===== src/rtl/rs_pkg.sv =====
package rs_pkg;
  // Host-side control lines, grouped so they cross into clk together
  typedef struct packed {
    logic busy;
    logic rd_n;
    logic cs_n;
    logic sclk;
  } rs_ctl_t;

  localparam rs_ctl_t CTL_RESET = '{busy: 1'b0, rd_n: 1'b1, cs_n: 1'b1, sclk: 1'b0};
endpackage


===== src/rtl/rs_sync.sv =====
module rs_sync #(
  parameter int W = 4,
  parameter int STAGES = 2,
  parameter logic [W-1:0] RST_VAL = '0
) (
  input  logic         clk,
  input  logic         rst_n,
  input  logic [W-1:0] d,
  output logic [W-1:0] q
);
  logic [STAGES-1:0][W-1:0] chain;

  always_ff @(posedge clk or negedge rst_n) begin
    if (!rst_n) begin
      chain <= {STAGES{RST_VAL}};
    end else begin
      chain[0] <= d;
      for (int s = 1; s < STAGES; s++) chain[s] <= chain[s-1];
    end
  end

  assign q = chain[STAGES-1];
endmodule


===== src/rtl/rs_edge.sv =====
module rs_edge #(
  parameter int W = 2,
  parameter logic [W-1:0] RST_VAL = '0
) (
  input  logic         clk,
  input  logic         rst_n,
  input  logic [W-1:0] lvl,
  output logic [W-1:0] rise,
  output logic [W-1:0] fall
);
  logic [W-1:0] prev_q;

  always_ff @(posedge clk or negedge rst_n) begin
    if (!rst_n) prev_q <= RST_VAL;
    else        prev_q <= lvl;
  end

  for (genvar i = 0; i < W; i++) begin : g_edge
    assign rise[i] = lvl[i] & ~prev_q[i];
    assign fall[i] = ~lvl[i] & prev_q[i];
  end
endmodule


===== src/rtl/rs_capture.sv =====
module rs_capture #(
  parameter int DATA_W = 16
) (
  input  logic              clk,
  input  logic              rst_n,
  input  logic              busy_s,
  input  logic [DATA_W-1:0] result_i,
  output logic [DATA_W-1:0] word_o
);
  logic busy_prev;
  logic busy_fall;

  assign busy_fall = busy_prev & ~busy_s;

  always_ff @(posedge clk or negedge rst_n) begin
    if (!rst_n) begin
      busy_prev <= 1'b0;
      word_o    <= '0;
    end else begin
      busy_prev <= busy_s;
      if (busy_fall) word_o <= result_i;
    end
  end
endmodule


===== src/rtl/rs_shift_core.sv =====
module rs_shift_core #(
  parameter int DATA_W = 16,
  parameter int CNT_W  = $clog2(DATA_W + 1)
) (
  input  logic              clk,
  input  logic              rst_n,
  input  logic              mode_ok,
  input  logic              cs_low,
  input  logic              rd_low,
  input  logic              cs_fall,
  input  logic              cs_rise,
  input  logic              sclk_rise,
  input  logic              sclk_fall,
  input  logic [DATA_W-1:0] load_word,
  output logic              sdout_o,
  output logic              oe_o,
  output logic              in_frame_o,
  output logic [CNT_W-1:0]  bit_cnt_o,
  output logic [DATA_W-1:0] shreg_o
);
  localparam logic [CNT_W-1:0] LAST_CNT = CNT_W'(DATA_W);

  logic              in_frame;
  logic              armed;
  logic [CNT_W-1:0]  bit_cnt;
  logic [DATA_W-1:0] shreg;
  logic              oe_q;
  logic              advance;

  // A falling edge counts only after a rising edge in this frame
  assign advance = sclk_fall & armed & (bit_cnt != LAST_CNT);

  always_ff @(posedge clk or negedge rst_n) begin
    if (!rst_n) begin
      in_frame <= 1'b0;
      armed    <= 1'b0;
      bit_cnt  <= '0;
      shreg    <= '0;
      oe_q     <= 1'b0;
    end else begin
      oe_q <= mode_ok & cs_low & rd_low;
      if (!mode_ok || cs_rise) begin
        in_frame <= 1'b0;
        armed    <= 1'b0;
      end else if (cs_fall) begin
        in_frame <= 1'b1;
        armed    <= 1'b0;
        bit_cnt  <= '0;
        shreg    <= load_word;
      end else if (in_frame) begin
        if (sclk_rise) armed <= 1'b1;
        if (advance) begin
          shreg   <= {shreg[DATA_W-2:0], 1'b0};
          bit_cnt <= bit_cnt + CNT_W'(1);
        end
      end
    end
  end

  assign sdout_o    = oe_q & in_frame & (bit_cnt != LAST_CNT) & shreg[DATA_W-1];
  assign oe_o       = oe_q;
  assign in_frame_o = in_frame;
  assign bit_cnt_o  = bit_cnt;
  assign shreg_o    = shreg;
endmodule


===== src/rtl/serial_result_shifter.sv =====
module serial_result_shifter #(
  parameter int DATA_W      = 16,
  parameter int SYNC_STAGES = 2
) (
  input  logic              clk,
  input  logic              rst_n,
  input  logic [DATA_W-1:0] result_i,
  input  logic              busy_i,
  input  logic              cs_n_i,
  input  logic              rd_n_i,
  input  logic              sclk_i,
  input  logic              ser_sel_i,
  input  logic              ext_clk_sel_i,
  output logic              sdout_o,
  output logic              sdout_oe_o
);
  import rs_pkg::*;

  localparam int CNT_W = $clog2(DATA_W + 1);
  localparam int CTL_W = $bits(rs_ctl_t);

  rs_ctl_t           ctl_raw;
  rs_ctl_t           ctl_s;
  logic [1:0]        edge_rise;
  logic [1:0]        edge_fall;
  logic [DATA_W-1:0] held_word;
  logic              mode_ok;
  logic              in_frame;
  logic [CNT_W-1:0]  bit_cnt;
  logic [DATA_W-1:0] shreg;

  assign ctl_raw = '{busy: busy_i, rd_n: rd_n_i, cs_n: cs_n_i, sclk: sclk_i};
  assign mode_ok = ser_sel_i & ext_clk_sel_i;

  rs_sync #(.W(CTL_W), .STAGES(SYNC_STAGES), .RST_VAL(CTL_RESET)) sync_i (
    .clk(clk), .rst_n(rst_n), .d(ctl_raw), .q(ctl_s)
  );

  // bit 1: chip select level, bit 0: serial clock level
  rs_edge #(.W(2), .RST_VAL(2'b10)) edge_i (
    .clk(clk), .rst_n(rst_n), .lvl({ctl_s.cs_n, ctl_s.sclk}),
    .rise(edge_rise), .fall(edge_fall)
  );

  rs_capture #(.DATA_W(DATA_W)) cap_i (
    .clk(clk), .rst_n(rst_n), .busy_s(ctl_s.busy),
    .result_i(result_i), .word_o(held_word)
  );

  rs_shift_core #(.DATA_W(DATA_W), .CNT_W(CNT_W)) core_i (
    .clk(clk), .rst_n(rst_n), .mode_ok(mode_ok),
    .cs_low(~ctl_s.cs_n), .rd_low(~ctl_s.rd_n),
    .cs_fall(edge_fall[1]), .cs_rise(edge_rise[1]),
    .sclk_rise(edge_rise[0]), .sclk_fall(edge_fall[0]),
    .load_word(held_word), .sdout_o(sdout_o), .oe_o(sdout_oe_o),
    .in_frame_o(in_frame), .bit_cnt_o(bit_cnt), .shreg_o(shreg)
  );
endmodule


===== config.mk =====
export PLATFORM = sky130hd
export DESIGN_NAME = serial_result_shifter
export DESIGN_NICKNAME = d
export VERILOG_FILES = /design/src/rtl/rs_pkg.sv /design/src/rtl/rs_sync.sv /design/src/rtl/rs_edge.sv /design/src/rtl/rs_capture.sv /design/src/rtl/rs_shift_core.sv /design/src/rtl/serial_result_shifter.sv
export SDC_FILE = /design/constraint.sdc
export NUM_CORES = 1
export LEC_CHECK = 0
export ABC_AREA = 1
export BUFFER_PORTS_ARGS = -buffer_cell sky130_fd_sc_hd__buf_2
export CORE_MARGIN = 3
export CORE_UTILIZATION = 62
export DETAILED_ROUTE_END_ITERATION = 8
export PLACE_DENSITY = 0.91
export SYNTH_ARGS = -nofsm -noshare
export SYNTH_HDL_FRONTEND = slang
export SYNTH_HIERARCHICAL = 1
export SYNTH_SLANG_ARGS = --single-unit

===== constraint.sdc =====
create_clock -name clk -period 2.3 [get_ports clk]
set_clock_uncertainty 0.05 [all_clocks]
set_input_delay 0.345 -clock clk [delete_from_list [all_inputs] [get_ports clk]]
set_output_delay 0.345 -clock clk [all_outputs]
set_load 0.05 [all_outputs]

==> results of run 1 <==
==> layout make-up <==
cell class / instances / area share
Clock buffer: 8 / 0.03216
Inverter: 17 / 0.02663
Multi-Input combinational cell: 193 / 0.3407
Sequential cell: 51 / 0.5151
Tap cell: 46 / 0.02312
Timing Repair Buffer: 29 / 0.06231
==> critical path: cells and delay by family, from the launching register on <==
kind / cells / cell delay (ps)
flops: 1 / 440
fa+ha+maj: 1 / 190
buf+inv: 3 / 370
compound gates: 1 / 110
simple gates: 1 / 50
==> registers in the layout, indices dropped and copies added (netlist names) <==
signal / count
cap_i/word_o: 16
core_i/shreg_o: 16
core_i/bit_cnt_o: 5
sync_i/chain: 4
sync_i/q: 4
edge_i/prev_q: 2
cap_i/busy_prev: 1
core_i/armed: 1
core_i/in_frame_o: 1
core_i/oe_o: 1
==> where the power goes <==
group | total [mW] | leakage [nW] | switching, mW | internal [mW]
clock | 0.477 | 0.0395 | 0.261 | 0.216
sequential | 1.11 | 0.640 | 0.0904 | 1.02
combinational | 0.281 | 0.710 | 0.167 | 0.114
total | 1.87 | 1.39 | 0.518 | 1.35
==> per-stage QoR <==
step | hold WS (ps) | setup slack [ps] | cell area, µm² | instances
2_1_floorplan | -0.5911 | 390.0 | 2340 | 279
3_3_place_gp | 283.4 | 774.9 | 2410 | 336
3_5_place_dp | 290.3 | 670.3 | 2410 | 336
4_1_cts | 77.78 | 438.5 | 2490 | 344
5_1_grt | 74.91 | 337.4 | 2490 | 344
6_report | 85.24 | 448.7 | 2490 | 344
==> logic make-up after synthesis <==
| family | share of synthesized area |
|---|---|
| AND/OR/NAND/NOR | 0.3417 |
| flip-flops | 0.5481 |
| buffers and inverters | 0.08930 |
| AO/OA/AOI/OAI | 0.006415 |
| adder cells (fa/ha/maj) | 0.01069 |
| XOR/XNOR | 0.003744 |
==> final timing paths <==
kind,to,depth (start not counted),startpoint,slack (ps)
max,sdout_o,6,core_i/bit_cnt_o[0]$_DFFE_PN0P_,450
min,sync_i/chain[1]$_DFF_PN1_,1,cs_n_i,90
max reg2reg,core_i/shreg_o[8]$_DFFE_PN0P_,7,edge_i/prev_q[1]$_DFF_PN1_,660
min reg2reg,sync_i/q[3]$_DFF_PN0_,0,sync_i/chain[3]$_DFF_PN0_,310
max in group asynchronous,core_i/shreg_o[14]$_DFFE_PN0P_,2,rst_n,1710
min in group asynchronous,core_i/shreg_o[0]$_DFFE_PN0P_,2,rst_n,100
==> routing by layer <==
metal  GRT usage  share of wire
met1      0.2768           0.43
met2      0.3546           0.50
met3     0.05990          0.049
met4     0.07342          0.016
met5           0              0
==> cell usage in the layout, fill, tap and decap left out, types with 4 or more instances in the layout <==
cell type and instances:
sky130_fd_sc_hd__nand2_1 126, sky130_fd_sc_hd__dfrtp_1 46, sky130_fd_sc_hd__nand3_1 38, sky130_fd_sc_hd__buf_2 25
sky130_fd_sc_hd__inv_1 15, sky130_fd_sc_hd__nor2_1 8, sky130_fd_sc_hd__nand2_2 6, sky130_fd_sc_hd__clkbuf_8 5
sky130_fd_sc_hd__dfstp_2 5, sky130_fd_sc_hd__buf_4 4
==> impl_results.rst, run 1 <==
.. list-table::
   :header-rows: 1

   * - Metric
     - Value
   * - Status
     - finished clean
   * - Hold WC Path Type
     - input pin to flip-flop
   * - Count of flip-flops with a built-in enable after synthesis
     - 0
   * - Number of nets with antenna violations after routing
     - 0
   * - TritonCTS buffer count
     - 5
   * - Maximum number of pins on one net before global-route repair
     - 52
   * - Setup TNS Final
     - 0 ps
   * - Area growth from synthesis to layout
     - 6.417%
   * - Gr ovfl total
     - 0
   * - Wire length of the first global-routing pass
     - 7.293 mm
   * - Flip-flop and latch count after synthesis
     - 51
   * - X dimension of the die
     - 67.43 µm
   * - Most frequently used flop master after synthesis
     - sky130_fd_sc_hd__dfrtp_1
   * - Worst endpoint data arrival time
     - 1460 ps
   * - Post-synth net total
     - 305
   * - Final setup vio count
     - 0
   * - Cell Area, Synth
     - 2340 µm²
   * - Peak supply drop
     - 0.0006132 V
   * - Tot GR Track Use
     - 0.2160
   * - Die footprint
     - 4547 µm²
   * - Via count of the first global-routing pass
     - 1652
   * - Count of cell types in the netlist
     - 24
   * - Share of the synthesized area in the top cell type
     - 0.4920
   * - Starting density of the core
     - 0.6695
   * - Fillers
     - 272
   * - Dominant cell type by count on the critical path
     - sky130_fd_sc_hd__inv_1
   * - Top area cells in the synthesized netlist
     - sky130_fd_sc_hd__dfrtp_1 49%, sky130_fd_sc_hd__nand2_1 20%, sky130_fd_sc_hd__nand3_1 8.1%, sky130_fd_sc_hd__dfstp_2 5.6%, sky130_fd_sc_hd__buf_6 2.9%
   * - HPWL reported at the end of detailed placement
     - 2.736 mm
   * - Post-layout util
     - 0.7125
   * - Weighted congestion at the end of routability-driven global placement
     - 0.7564
   * - CTS Hold Bufs
     - 0
   * - Max-cap check violation count
     - 0
   * - Buffers inserted by post-CTS timing repair
     - 0
   * - Total of buffers placed on input and output ports
     - 25
   * - Transition time at the pin with the least slew margin
     - 655.4 ps
   * - Highest net fanout along the worst path
     - 6
   * - DR pass1 iterations
     - 4
   * - Die height
     - 67.43 µm
   * - Clk_lat worst skew
     - 300 ps
   * - CP startpoint kind
     - flip-flop
   * - Synthesized instance count
     - 279
   * - Sequential fraction of the synthesis area
     - 0.5481
   * - Clock sink total
     - 51
   * - Diode count
     - 0
   * - Leading area contributor after synthesis
     - sky130_fd_sc_hd__dfrtp_1
   * - Core Box Area
     - 3495 µm²
   * - Count of warnings emitted by yosys
     - 6
   * - Maximum cell stage delay along the critical path
     - 440 ps
   * - Unrepaired setup endpoints after global routing
     - no
   * - Synth async-reset ratio
     - 1.000
   * - Routed Wire Length
     - 4.073 mm
   * - Proportion of layout cells with a drive suffix above 1
     - 0.1678
   * - Drt via density
     - 5.093
   * - Most repeated cell in the gate-level netlist after synthesis
     - sky130_fd_sc_hd__nand2_1
   * - Relative slew slack
     - 0.5630
   * - Final hold violation count
     - 0
   * - Site Rows
     - 21
   * - Number of nets in the layout
     - 323
   * - Vias after detailed routing
     - 1752
   * - Number of antenna violations at the first check in global routing
     - 0
   * - Clock Root Buffer
     - sky130_fd_sc_hd__clkbuf_8
   * - Static power due to leakage
     - 1.389 nW
   * - Max Clock Freq
     - 0.5402 GHz
   * - CTS Buffer Depth
     - 2
   * - PostCTS Resize Cnt
     - 0
   * - H-tree level count
     - 2
   * - CTS tree
     - built
   * - Area of combinational cells with multiple inputs
     - 848.3 µm²
   * - I/O pin count
     - 26
   * - Tot Pwr
     - 1.872 mW
   * - Number of slew-limit violations in the final report
     - 0
   * - Power per standard cell area
     - 751.8 nW/µm²
   * - DR DRC count
     - 0
   * - Top post-synthesis cells by count
     - 126 x sky130_fd_sc_hd__nand2_1, 46 x sky130_fd_sc_hd__dfrtp_1, 38 x sky130_fd_sc_hd__nand3_1
   * - Worst-path cell chain
     - inv_1, ha_1, nand2_1, inv_1, a21oi_1, buf_2
   * - Final routed wire length divided by cell count
     - 11.84 µm
   * - Time the worst path needs with I/O delays and setup
     - 1851 ps
   * - Slowest stage cell, crit path
     - sky130_fd_sc_hd__dfrtp_1
   * - DRC violation total after the first TritonRoute iteration
     - 152
   * - Sort of element at the end of the critical path
     - primary output
   * - Reg area
     - 1282 µm²
   * - Mean instance size in the synthesized netlist
     - 8.386 µm²
   * - Data required time at the worst endpoint
     - 1900 ps
   * - Worst setup path category
     - flip-flop to primary output
   * - Clock Pin Slew Worst Setup and Hold Paths
     - 80 ps
   * - Tcrit/Tclk final
     - 0.8049
Note: power is estimated with default switching activity, not from simulation.
==> run 2, diff against run 1 <==
- CORE_UTILIZATION: 62 -> 57
- PLACE_DENSITY: 0.91 -> 0.85
- clock period: 2.3 -> 1.9 ns (I/O delays scaled with it)
==> run 2 against run 1 <==
  * Via count increased by 0.97%
  * Global-route usage decreased by 3.1 points
  * Wire length decreased by 1.1%
  * Clock power increased by 61%
  * Sequential share of layout area decreased by 1.4 points
  * Sequential power increased by 22%
  * Design area increased by 3.0%
==> impl_results.rst, run 2 (synthesized netlist as in run 1, its figures left out) <==
.. list-table::
   :header-rows: 1

   * - Metric
     - Value
   * - Hold WC Path Type
     - input pin to flip-flop
   * - Fillers
     - 301
   * - Number of nets in the layout
     - 325
   * - Site Rows
     - 22
   * - I/O pin count
     - 26
   * - Starting density of the core
     - 0.6159
   * - CTS tree
     - built
   * - Maximum number of pins on one net before global-route repair
     - 28
   * - TritonCTS buffer count
     - 5
   * - Net Sw Power
     - 0.6578 mW
   * - Commonest cells after routing, fill and taps aside
     - 126 x sky130_fd_sc_hd__nand2_1, 45 x sky130_fd_sc_hd__dfrtp_1, 38 x sky130_fd_sc_hd__nand3_1
   * - Power per standard cell area
     - 962.9 nW/µm²
   * - Portion of total power attributed to combinational logic
     - 0.142
   * - Transition time at the pin with the least slew margin
     - 649.7 ps
   * - Dominant cell type by count on the critical path
     - sky130_fd_sc_hd__inv_1
   * - Static power due to leakage
     - 1.423 nW
   * - Relative slew slack
     - 0.5669
   * - Number of antenna violations at the first check in global routing
     - 0
   * - Time the worst path needs with I/O delays and setup
     - 1798 ps
   * - Area growth from synthesis to layout
     - 9.572%
   * - Tcrit/Tclk final
     - 0.9461
   * - Vias after detailed routing
     - 1769
   * - Tot Pwr
     - 2.469 mW
   * - Worst setup path category
     - flip-flop to primary output
   * - Max Clock Freq
     - 0.5563 GHz
   * - Number of slew-limit violations in the final report
     - 0
   * - GRT Max-Usage Layer
     - met2
   * - Wire length of the first global-routing pass
     - 7.245 mm
   * - Maximum cell stage delay along the critical path
     - 420 ps
   * - HPWL reported at the end of detailed placement
     - 2.782 mm
   * - Fraction of power spent switching nets
     - 0.2665
   * - X dimension of the die
     - 70.07 µm
   * - Post-Route Hold Slack
     - 17.86 ps
   * - Dpl ws
     - 308.3 ps
   * - Sort of element at the end of the critical path
     - primary output
   * - DR pass1 iterations
     - 5
   * - Weighted congestion at the end of routability-driven global placement
     - 0.7809
   * - Non-filler instance count after layout
     - 348
   * - Drt via density
     - 5.083
   * - Die height
     - 70.07 µm
   * - Routing usage on met2
     - 0.2970
   * - Final setup vio count
     - 0
   * - Number of nets with antenna violations after routing
     - 0
   * - Register share of total power
     - 0.546
   * - Total of buffers placed on input and output ports
     - 25
   * - Die footprint
     - 4910 µm²
   * - Final hold violation count
     - 0
   * - Met1 Track Usage GR
     - 0.2460
   * - Status
     - finished clean
   * - Final routed wire length divided by cell count
     - 11.58 µm
   * - Slowest stage cell, crit path
     - sky130_fd_sc_hd__dfrtp_2
   * - Clk_lat worst skew
     - 300 ps
   * - Proportion of layout cells with a drive suffix above 1
     - 0.1833
   * - Most common cell after layout, fill and taps aside
     - sky130_fd_sc_hd__nand2_1
   * - Worst endpoint data arrival time
     - 1460 ps
   * - Unrepaired setup endpoints after global routing
     - no
   * - DR DRC count
     - 0
   * - Buffers inserted by post-CTS timing repair
     - 0
   * - Peak supply drop
     - 0.0008485 V
   * - CTS Buffer Depth
     - 2
   * - Max-cap check violation count
     - 0
   * - Worst-path cell chain
     - inv_1, ha_1, nand2_1, inv_1, a21oi_1, clkbuf_4
   * - Core Box Area
     - 3799 µm²
   * - Int Pwr
     - 1.811 mW
   * - Number of placed instances with taps included
     - 339
   * - Clock Root Buffer
     - sky130_fd_sc_hd__clkbuf_8
   * - CP startpoint kind
     - flip-flop
   * - GR Util met3
     - 0.05180
   * - Data required time at the worst endpoint
     - 1560 ps
   * - Highest net fanout along the worst path
     - 6
   * - Clk pwr share
     - 0.312
   * - Via count of the first global-routing pass
     - 1575
   * - Routed Wire Length
     - 4.030 mm
   * - Gr ovfl total
     - 0
   * - H-tree level count
     - 2
   * - Tot GR Track Use
     - 0.1847
   * - Setup slack after layout
     - 102.4 ps
   * - Setup TNS Final
     - 0 ps
   * - Diode count
     - 0
   * - DRC violation total after the first TritonRoute iteration
     - 77
   * - Clock sink total
     - 51
   * - Clock Pin Slew Worst Setup and Hold Paths
     - 90 ps
run 2: worst max-delay path, delay by kind of cell, from the launching register on:
| kind | cells | cell delay (ps) |
|---|---|---|
| compound gates | 1 | 120 |
| fa+ha+maj | 1 | 200 |
| buf+inv | 3 | 350 |
| flops | 1 | 420 |
| simple gates | 1 | 60 |
run 2: final cells by class:
type	instances	area (µm²)	area share
Clock buffer	6	82.58	0.03221
Clock inverter	2	35.03	0.01367
Inverter	17	66.31	0.02587
Multi-Input combinational cell	193	848.3	0.3309
Sequential cell	51	1284	0.5007
Tap cell	48	60.06	0.02343
Timing Repair Buffer	31	187.7	0.07321
run 2: routing by layer:
layer / vias to the layer above / share of wire
met4: 0 / 0.014
met3: 6 / 0.046
met2: 44 / 0.50
li1: 898 / -
met1: 821 / 0.44
met5: - / 0
run 2: worst paths after layout:
check                                                start                              to  slack, ps  cells after the start
min reg2reg                      sync_i/chain[0]$_DFF_PN0_           sync_i/q[0]$_DFF_PN0_        300                      0
max reg2reg                     edge_i/prev_q[1]$_DFF_PN1_  core_i/shreg_o[11]$_DFFE_PN0P_        300                      7
min                                                 rd_n_i       sync_i/chain[2]$_DFF_PN1_         20                      1
min in group asynchronous                            rst_n    cap_i/word_o[13]$_DFFE_PN0P_        460                      2
max in group asynchronous                            rst_n       sync_i/chain[1]$_DFF_PN1_        750                      3
max                        core_i/bit_cnt_o[0]$_DFFE_PN0P_                         sdout_o        100                      6
run 2: what timing repair did:
| action | CTS | global route |
|---|---|---|
| hold endpoints to repair | 24 | 0 |
| hold buffers | 1 | 0 |
| gates resized for setup | 0 | 2 |
| setup endpoints to repair | 0 | 1 |
run 2: per-stage QoR:
| stage | area (µm²) | utilization |
|---|---|---|
| after floorplan | 2340 | - |
| after global routing | 2564 | 0.6749 |
| final | 2564 | 0.6749 |
| after detailed placement | 2432 | 0.6403 |
| after global placement | 2432 | 0.6403 |
| after CTS | 2560 | 0.6739 |
run 2: power groups by stage:
stage               Clock, mW  Sequential (mW)  Combinational [mW]
floorplan                   0             1.33               0.284
global route            0.839             1.37               0.409
finish                  0.769             1.35               0.351
CTS                     0.781             1.35               0.354
detailed placement          0             1.37               0.350
global placement            0             1.36               0.330
==> run 3, diff against run 2 <==
- CTS_CLUSTER_SIZE: default -> 24
- RECOVER_POWER: default -> 25
==> run 3 against run 2 <==
  * Wire length barely moved
  * First-iteration DRC count did not move
  * Sequential power barely moved
  * Clock power barely moved
  * Die area did not move
  * Global-route usage did not move
  * Critical path type unchanged
  * Largest power group unchanged
==> impl_results.rst, run 3 (synthesized netlist as in run 1, its figures left out) <==
.. list-table::
   :header-rows: 1

   * - Metric
     - Value
   * - Status
     - finished clean
   * - Power per standard cell area
     - 962.6 nW/µm²
   * - Final setup vio count
     - 0
   * - Gr ovfl total
     - 0
   * - Top Family by Delay on Critical Path
     - flip-flops
   * - Most common cell after layout, fill and taps aside
     - sky130_fd_sc_hd__nand2_1
   * - Die height
     - 70.07 µm
   * - DR DRC count
     - 0
   * - Clock Root Buffer
     - sky130_fd_sc_hd__clkbuf_8
   * - Final hold violation count
     - 0
   * - Tot GR Track Use
     - 0.1847
   * - H-tree level count
     - 2
   * - Post-Route Hold Slack
     - 17.89 ps
   * - DRC violation total after the first TritonRoute iteration
     - 77
   * - Worst setup path category
     - flip-flop to primary output
   * - HPWL reported at the end of detailed placement
     - 2.782 mm
   * - Number of nets in the layout
     - 325
   * - Diode count
     - 0
   * - X dimension of the die
     - 70.07 µm
   * - Core Box Area
     - 3799 µm²
   * - Clock sink total
     - 51
   * - Unrepaired setup endpoints after global routing
     - no
   * - Drt via density
     - 5.080
   * - Worst reg2reg endpoint
     - core_i/shreg_o[11]$_DFFE_PN0P_
   * - Tcrit/Tclk final
     - 0.9456
   * - Weighted congestion at the end of routability-driven global placement
     - 0.7809
   * - Maximum number of pins on one net before global-route repair
     - 28
   * - Clk_lat worst skew
     - 300 ps
   * - Dominant cell type by count on the critical path
     - sky130_fd_sc_hd__inv_1
   * - Non-filler instance count after layout
     - 348
   * - I/O pin count
     - 26
   * - CTS tree
     - built
   * - Clock Pin Slew Worst Setup and Hold Paths
     - 90 ps
   * - Launch instance of the worst min-delay path
     - rd_n_i
   * - Setup TNS Final
     - 0 ps
   * - Number of placed instances with taps included
     - 339
   * - Met1 Track Usage GR
     - 0.2460
   * - Max-cap check violation count
     - 0
   * - Total of buffers placed on input and output ports
     - 25
   * - Area growth from synthesis to layout
     - 9.572%
   * - Starting density of the core
     - 0.6159
   * - Vias after detailed routing
     - 1768
   * - Site Rows
     - 22
   * - Sort of element at the end of the critical path
     - primary output
   * - Buf+Inv Stages, Crit Path
     - 3
   * - Via count of the first global-routing pass
     - 1575
   * - TritonCTS buffer count
     - 5
   * - Number of nets with antenna violations after routing
     - 0
   * - Final routed wire length divided by cell count
     - 11.58 µm
   * - Relative slew slack
     - 0.5669
   * - Time the worst path needs with I/O delays and setup
     - 1797 ps
   * - Cell depth of the worst hold path
     - 1
   * - CTS Buffer Depth
     - 2
   * - DR pass1 iterations
     - 5
   * - Die footprint
     - 4910 µm²
   * - Highest net fanout along the worst path
     - 6
   * - Peak supply drop
     - 0.0008483 V
   * - Reg-to-reg critical path startpoint
     - sync_i/q[1]$_DFF_PN1_
   * - Proportion of layout cells with a drive suffix above 1
     - 0.1800
   * - Static power due to leakage
     - 1.423 nW
   * - Number of antenna violations at the first check in global routing
     - 0
   * - Slowest stage cell, crit path
     - sky130_fd_sc_hd__dfrtp_2
   * - Worst-path cell chain
     - inv_1, ha_1, nand2_1, inv_1, a21oi_1, clkbuf_4
   * - Hold WC Path Type
     - input pin to flip-flop
   * - Fillers
     - 301
   * - Data required time at the worst endpoint
     - 1560 ps
   * - GRT Max-Usage Layer
     - met2
   * - GR Util met3
     - 0.05180
   * - Number of slew-limit violations in the final report
     - 0
   * - Worst Hold Endpoint
     - sync_i/chain[2]$_DFF_PN1_
   * - Wire length of the first global-routing pass
     - 7.245 mm
   * - Maximum cell stage delay along the critical path
     - 420 ps
   * - Commonest cells after routing, fill and taps aside
     - 126 x sky130_fd_sc_hd__nand2_1, 45 x sky130_fd_sc_hd__dfrtp_1, 38 x sky130_fd_sc_hd__nand3_1
   * - CP startpoint kind
     - flip-flop
   * - Routed Wire Length
     - 4.031 mm
   * - Transition time at the pin with the least slew margin
     - 649.7 ps
   * - Max Clock Freq
     - 0.5566 GHz
   * - Cells on worst reg2reg path
     - 6
   * - Worst endpoint data arrival time
     - 1460 ps
   * - Routing usage on met2
     - 0.2970
   * - R2R Setup Slk
     - 290 ps
[run 3: cell types whose count changed in the layout (fill, tap and decap cells not counted), sizes merged]
cell | before | now
buf | 29 | 28
clkbuf | 7 | 8
[run 3: routing by layer]
layer | share of wire | wire (µm)
met5 | 0 | 0
met4 | 0.014 | 55
met3 | 0.046 | 185
met2 | 0.50 | 2012
met1 | 0.44 | 1777
[run 3: power breakdown]
| group | switching (mW) | internal (mW) |
|---|---|---|
| logic | 0.205 | 0.145 |
| registers | 0.109 | 1.24 |
| clock network | 0.343 | 0.426 |
| total | 0.658 | 1.81 |
[run 3: layout make-up]
| type | instances | area, µm² | share of cell area |
|---|---|---|---|
| clock inverter | 2 | 35.03 | 0.01367 |
| inverter | 17 | 66.31 | 0.02587 |
| sequential | 51 | 1284 | 0.5007 |
| multi-input combinational | 193 | 848.3 | 0.3309 |
| timing repair buffer | 31 | 187.7 | 0.07321 |
| tap | 48 | 60.06 | 0.02343 |
| clock buffer | 6 | 82.58 | 0.03221 |
[run 3: worst max-delay path by stage]
stage,depth (start not counted),endpoint,start
finish,6,sdout_o,core_i/bit_cnt_o[0]$_DFFE_PN0P_
CTS,6,sdout_o,core_i/bit_cnt_o[0]$_DFFE_PN0P_
floorplan,2,sdout_o,core_i/oe_o$_DFF_PN0_
global route,6,sdout_o,core_i/bit_cnt_o[1]$_DFFE_PN0P_
detailed placement,10,core_i/shreg_o[10]$_DFFE_PN0P_,core_i/bit_cnt_o[0]$_DFFE_PN0P_
global placement,7,core_i/shreg_o[15]$_DFFE_PN0P_,edge_i/prev_q[1]$_DFF_PN1_
[run 3: worst reg2reg max path, cell delays in order (launching register included)]
cell and delay (ps):
sky130_fd_sc_hd__dfstp_1 570, sky130_fd_sc_hd__nor2_1 80, sky130_fd_sc_hd__inv_2 240, sky130_fd_sc_hd__nand2_2 110
sky130_fd_sc_hd__nand2_2 300, sky130_fd_sc_hd__nand2_1 120, sky130_fd_sc_hd__nand2_1 80
[run 3: metrics by stage]
step / power (mW) / utilization / cell area, µm² / setup slack (ps)
after detailed placement: 1.716 / 0.6403 / 2432 / 308.3
after CTS: 2.482 / 0.6739 / 2560 / 38.22
after global placement: 1.688 / 0.6403 / 2432 / 365.7
after global routing: 2.615 / 0.6749 / 2564 / 11.05
after floorplan: 1.613 / - / 2340 / 50.03
final: 2.468 / 0.6749 / 2564 / 103.4
[run 3: repair_timing]
| item | in CTS | in global routing |
|---|---|---|
| hold endpoints to repair | 24 | 0 |
| gates resized for setup | 0 | 2 |
| buffers inserted | 0 | 0 |
| endpoints found under the setup margin | 0 | 1 |
| hold buffers | 1 | 0 |
